<file path="src/rtl/irqc_pkg.sv">
package irqc_pkg;
    typedef enum logic [1:0] {
        TRIG_LOW_FALL = 2'b00,
        TRIG_FALL     = 2'b01,
        TRIG_RISE     = 2'b10,
        TRIG_BOTH     = 2'b11
    } trig_mode_e;

    localparam int REG_W       = 8;
    localparam int MODE_HI_BIT = 6;
    localparam int MODE_LO_BIT = 5;
    localparam int SLOW_BIT    = 1;
endpackage

</file>
<file path="src/rtl/irqc_sync_and.sv">
module irqc_sync_and #(
    parameter int N_PINS = 8
) (
    input  logic              clk,
    input  logic              rst_n,
    input  logic [N_PINS-1:0] pin_i,
    input  logic [N_PINS-1:0] en_i,
    output logic              comb_o
);
    typedef struct packed {
        logic [N_PINS-1:0] s1;
        logic [N_PINS-1:0] s2;
    } sync_t;

    sync_t st_d, st_q;
    logic [N_PINS-1:0] masked;

    always_comb begin
        st_d    = st_q;
        st_d.s1 = pin_i;
        st_d.s2 = st_q.s1;
    end

    genvar g;
    generate
        for (g = 0; g < N_PINS; g++) begin : g_mask
            assign masked[g] = st_q.s2[g] | ~en_i[g];
        end
    endgenerate

    assign comb_o = &masked;

    always_ff @(posedge clk or negedge rst_n) begin
        if (!rst_n) st_q <= '1;
        else        st_q <= st_d;
    end

    // a low synchronised enabled pin forces the combined signal low
    a_r7_low_wins: assert property (@(posedge clk) disable iff (!rst_n)
        ((st_q.s2 & en_i) != en_i) |-> !comb_o);
endmodule

</file>
<file path="src/rtl/irqc_trig.sv">
module irqc_trig
    import irqc_pkg::*;
(
    input  logic       clk,
    input  logic       rst_n,
    input  logic       comb_i,
    input  trig_mode_e mode_i,
    input  logic       ack_i,
    output logic       irq_o
);
    typedef struct packed {
        logic prev;
        logic pend;
    } trig_t;

    trig_t st_d, st_q;
    logic  fall, rise, hit;

    always_comb begin
        fall = st_q.prev & ~comb_i;
        rise = ~st_q.prev & comb_i;
        unique case (mode_i)
            TRIG_LOW_FALL: hit = fall;
            TRIG_FALL:     hit = fall;
            TRIG_RISE:     hit = rise;
            TRIG_BOTH:     hit = fall | rise;
            default:       hit = 1'b0;
        endcase
        st_d      = st_q;
        st_d.prev = comb_i;
        if (hit)        st_d.pend = 1'b1;
        else if (ack_i) st_d.pend = 1'b0;
    end

    assign irq_o = st_q.pend | ((mode_i == TRIG_LOW_FALL) & ~comb_i);

    always_ff @(posedge clk or negedge rst_n) begin
        if (!rst_n) st_q <= '{prev: 1'b1, pend: 1'b0};
        else        st_q <= st_d;
    end

    a_r2_fall_latch: assert property (@(posedge clk) disable iff (!rst_n)
        (mode_i == TRIG_FALL && st_q.prev && !comb_i) |=> irq_o);
    a_r3_rise_latch: assert property (@(posedge clk) disable iff (!rst_n)
        (mode_i == TRIG_RISE && !st_q.prev && comb_i) |=> irq_o);
    a_r5_level_follow: assert property (@(posedge clk) disable iff (!rst_n)
        (mode_i == TRIG_LOW_FALL && !comb_i) |-> irq_o);
    a_r6_ack_clears: assert property (@(posedge clk) disable iff (!rst_n)
        (ack_i && !hit) |=> !st_q.pend);
endmodule

</file>
<file path="src/rtl/irqc_clkdiv.sv">
module irqc_clkdiv #(
    parameter int DIV = 64
) (
    input  logic clk,
    input  logic rst_n,
    input  logic slow_i,
    output logic tick_o
);
    localparam int CW = (DIV > 1) ? $clog2(DIV) : 1;
    localparam logic [CW-1:0] LAST = CW'(DIV - 1);

    logic [CW-1:0] cnt_d, cnt_q;

    always_comb begin
        if (!slow_i)            cnt_d = '0;
        else if (cnt_q == LAST) cnt_d = '0;
        else                    cnt_d = cnt_q + 1'b1;
    end

    assign tick_o = ~slow_i | (cnt_q == LAST);

    always_ff @(posedge clk or negedge rst_n) begin
        if (!rst_n) cnt_q <= '0;
        else        cnt_q <= cnt_d;
    end

    // in slow mode two ticks never follow each other
    a_r9_tick_gap: assert property (@(posedge clk) disable iff (!rst_n)
        (slow_i && tick_o) |=> (!tick_o || !slow_i));
endmodule

</file>
<file path="src/rtl/irqc_ctrl.sv">
module irqc_ctrl
    import irqc_pkg::*;
(
    input  logic             clk,
    input  logic             rst_n,
    input  logic             we_i,
    input  logic [REG_W-1:0] wdata_i,
    input  logic             mask_i,
    input  logic             halt_i,
    output trig_mode_e       mode_o,
    output logic             slow_o,
    output logic [REG_W-1:0] reg_o
);
    typedef struct packed {
        logic [1:0] mode;
        logic       slow;
    } ctrl_t;

    ctrl_t st_d, st_q;

    always_comb begin
        st_d = st_q;
        if (we_i) begin
            st_d.slow = wdata_i[SLOW_BIT];
            if (mask_i) st_d.mode = {wdata_i[MODE_HI_BIT], wdata_i[MODE_LO_BIT]};
        end
        if (halt_i) st_d.slow = 1'b0;
    end

    always_comb begin
        reg_o              = '0;
        reg_o[MODE_HI_BIT] = st_q.mode[1];
        reg_o[MODE_LO_BIT] = st_q.mode[0];
        reg_o[SLOW_BIT]    = st_q.slow;
    end

    assign mode_o = trig_mode_e'(st_q.mode);
    assign slow_o = st_q.slow;

    always_ff @(posedge clk or negedge rst_n) begin
        if (!rst_n) st_q <= '0;
        else        st_q <= st_d;
    end

    a_r8_mode_locked: assert property (@(posedge clk) disable iff (!rst_n)
        (we_i && !mask_i) |=> $stable(mode_o));
    a_r10_halt_clear: assert property (@(posedge clk) disable iff (!rst_n)
        halt_i |=> !slow_o);
endmodule

</file>
<file path="src/rtl/irq_combiner.sv">
module irq_combiner
    import irqc_pkg::*;
#(
    parameter int N_PINS = 8,
    parameter int DIV    = 64
) (
    input  logic              clk,
    input  logic              rst_n,
    input  logic [N_PINS-1:0] pin_i,
    input  logic [N_PINS-1:0] pin_en_i,
    input  logic              reg_we_i,
    input  logic [REG_W-1:0]  reg_wdata_i,
    input  logic              mask_i,
    input  logic              halt_i,
    input  logic              ack_i,
    output logic              irq_o,
    output logic [REG_W-1:0]  reg_o,
    output logic              tick_o
);
    logic       comb;
    logic       slow;
    trig_mode_e mode;

    irqc_sync_and #(.N_PINS(N_PINS)) u_sync (
        .clk(clk), .rst_n(rst_n), .pin_i(pin_i), .en_i(pin_en_i), .comb_o(comb)
    );

    irqc_ctrl u_ctrl (
        .clk(clk), .rst_n(rst_n), .we_i(reg_we_i), .wdata_i(reg_wdata_i),
        .mask_i(mask_i), .halt_i(halt_i), .mode_o(mode), .slow_o(slow), .reg_o(reg_o)
    );

    irqc_trig u_trig (
        .clk(clk), .rst_n(rst_n), .comb_i(comb), .mode_i(mode), .ack_i(ack_i), .irq_o(irq_o)
    );

    irqc_clkdiv #(.DIV(DIV)) u_div (
        .clk(clk), .rst_n(rst_n), .slow_i(slow), .tick_o(tick_o)
    );
endmodule

</file>
<file path="config.mk">
export PLATFORM = sky130hd
export DESIGN_NAME = irq_combiner
export DESIGN_NICKNAME = d
export VERILOG_FILES = /design/src/rtl/irqc_pkg.sv /design/src/rtl/irqc_sync_and.sv /design/src/rtl/irqc_trig.sv /design/src/rtl/irqc_clkdiv.sv /design/src/rtl/irqc_ctrl.sv /design/src/rtl/irq_combiner.sv
export SDC_FILE = /design/constraint.sdc
export NUM_CORES = 1
export LEC_CHECK = 0
export ABC_AREA = 1
export CAP_MARGIN = 10
export CELL_PAD_IN_SITES_DETAIL_PLACEMENT = 1
export CELL_PAD_IN_SITES_GLOBAL_PLACEMENT = 1
export CORE_UTILIZATION = 34
export DETAILED_ROUTE_END_ITERATION = 8
export HOLD_SLACK_MARGIN = 0.06
export PLACE_DENSITY_LB_ADDON = 0.1
export RECOVER_POWER = 25
export REMOVE_ABC_BUFFERS = 1
export SYNTH_ARGS = -nofsm -noshare
export SYNTH_HDL_FRONTEND = slang
export SYNTH_SLANG_ARGS = --single-unit
</file>
<file path="constraint.sdc">
create_clock -name clk -period 3.86 [get_ports clk]
set_input_delay 0.965 -clock clk [delete_from_list [all_inputs] [get_ports clk]]
set_output_delay 0.965 -clock clk [all_outputs]
set_load 0.01 [all_outputs]
</file>
==> metrics.yaml <==
routing:
  drt-pass1-iter-count: 5
  wl_per_cell_um: 11.1
  drc_errors: 4
  wl_um: 1820
  ant_nets: 0
  num_vias: 725
  via_per_inst: 4.39
  drt-initial-drc-count: 20
yosys:
  synth_cell_types: 18
  synth_cells: 102
  synth_area_mm2: 0.00107
  syn_avg_cell_area_um2: 10.5
  ys_seq_elements: 27
  synth_edf_count: 0
  synth-main-ff-cell: "dfstp_2"
  ys_seq_area_frac: 0.653
  synth_warnings: 0
  ys_async_sr_fraction: 1.00
timing:
  period_minus_slack_ps: 3310
  fmax_mhz: 302
  setup_viol: 0
  finClkSkew_ps: 6.17
  fin_crit_sh: 0.858
  maxSlewViolCount: 0
  rsz0062_at_grt: "no"
  hold_viol_final: 0
  finalSetupTns_ps: 0
global_route:
  antenna_found_initial: 0
  grt_pass1_vias: 764
  grt_max_degree: 28
  grt_pass1_wl_um: 3190
  overflow: 0
  grt_usage: 0.126
clock_network:
  clkLatencyLatePin_ps: 320
  tritoncts: "built"
  cts.clk_slew.worst_paths_ps: 140
  cts_setup_buffers: 0
  cts_made_buffers: 3
  ctsResizeCount: 0
  cts_buffer_depth: 2
  cts_hold_buffers: 0
  htree_levels: 1
  cts-root-buf: "clkbuf_4"
  cts.sinks: 27
pwr:
  total_power_uw: 510
  power-per-cell-area_mw_per_mm2: 363
  peakVddDrop_mv: 0.196
  leakage_uw: 0.000647
run:
  cap_violations: 0
worst_setup_path:
  path_class: "input pin to output pin"
  cp.arrival_ps: 2350
  cp_slowest_cell: "clkdlybuf4s50_1"
  slowest_delay_ps: 520
  cpMostUsedCell: "nand2_1"
  endpoint_kind: "output pin"
  cp.required_ps: 2890
  start_kind: "input pin"
  crit_chain: "clkdlybuf4s50_1, nand2_1, nand2_1, nor2_1, nand2_1, nand2_1, nand2_1, clkdlybuf4s50_1"
  crit_path_max_fanout: 3
cells_and_area:
  nNetsFinal: 168
  antenna-diode-count: 0
  drive_gt1_frac: 0.179
  final_cell_mix: "nand2_1, clkdlybuf4s50_1, inv_1, dfstp_2, dfrtp_1"
  syn_to_final_growth_pct: 31.5
  final_util: 0.492
floorplan:
  dieArea_mm2: 0.00337
  start_util: 0.374
  ioPinCount: 40
  rows: 19
  core_mm2: 0.00285
  die_y_um: 58.0
  die_x_um: 58.0
outcome:
  status: "complete, but fails checks"
  violations: "DRC"
min_path:
  hp-class: "flip-flop to flip-flop"
place:
  place.gp.congestion: 0.761
  hpwl_um: 1430
  portBuffers: 29
metrics by stage:
| stage | std cells | worst slack (ps) | instance area, um2 | hold WS [ps] |
|---|---|---|---|---|
| 2_1_floorplan | 100 | 1540 | 1040 | 345 |
| 3_3_place_gp | 161 | 542 | 1370 | 346 |
| 3_5_place_dp | 161 | 532 | 1370 | 347 |
| 4_1_cts | 165 | 526 | 1400 | 367 |
| 5_1_grt | 165 | 420 | 1400 | 371 |
| 6_report | 165 | 548 | 1400 | 365 |
critical path, delay by kind of cell:
family	cells	cell delay (ps)
and+or+nand+nor	6	400
buffers and inverters	2	980
power breakdown:
group / leakage, uW / switching, uW / internal [uW]
logic: 0.000324 / 31.1 / 43.3
clock network: 0.0000139 / 81.4 / 39.6
registers: 0.000309 / 8.57 / 306
total: 0.000647 / 121 / 389
synth_stat cells, drive strengths merged, types with 2 or more instances:
cell type | n | area share
nand3 | 2 | 0.0094
o21ai | 3 | 0.018
inv | 17 | 0.060
ha | 3 | 0.035
nor2 | 9 | 0.032
dfstp | 17 | 0.42
buf | 6 | 0.042
nand2 | 24 | 0.084
dfrtp | 10 | 0.23
a21oi | 4 | 0.019
path summary, 6_finish.rpt:
path                           startpoint        endpoint  slack [ps]  depth (start not counted)
min in group asynchronous           rst_n  u_div.cnt_q[3]         980                          2
max in group asynchronous           rst_n  u_sync.st_d[4]        2580                          2
max reg2reg                u_sync.st_q[4]  u_trig.st_q[0]        2240                          9
min reg2reg                u_sync.st_d[3]  u_sync.st_q[3]         370                          0
max                           pin_en_i[3]           irq_o         550                          8
min                        u_sync.st_d[3]  u_sync.st_q[3]         370                          0
sequential cells by signal (all words and copies together) (netlist names):
register / cells
u_sync.st_d: 8
u_ctrl.mode_o: 2
u_sync.st_q: 8
u_trig.st_q: 2
u_ctrl.slow_o: 1
u_div.cnt_q: 6
cell families after synthesis:
logic type / synth area share
DFF: 0.653
other: 0.00351
muxes: 0.0106
AOI/OAI and AO/OA: 0.0504
and+or+nand+nor: 0.137
adders and majority gates: 0.0352
xor gates and xnor gates: 0.00821
buffers and inverters: 0.102
area by class of cell:
class	count	area (um2)
Sequential cell	27	697
Inverter	17	63.8
Tap cell	31	38.8
Fill cell	319	1450
Timing Repair Buffer	30	298
Clock inverter	1	7.51
Multi-Input combinational cell	56	277
Clock buffer	3	22.5
metal layers:
metal | part of all wire | GRT usage | wire length [um]
met1 | 0.40 | 0.157 | 738
met2 | 0.51 | 0.209 | 935
met3 | 0.075 | 0.0513 | 137
met4 | 0.0066 | 0.0204 | 12
met5 | 0 | 0 | 0
No activity file was read; power rests on OpenSTA's default activity.
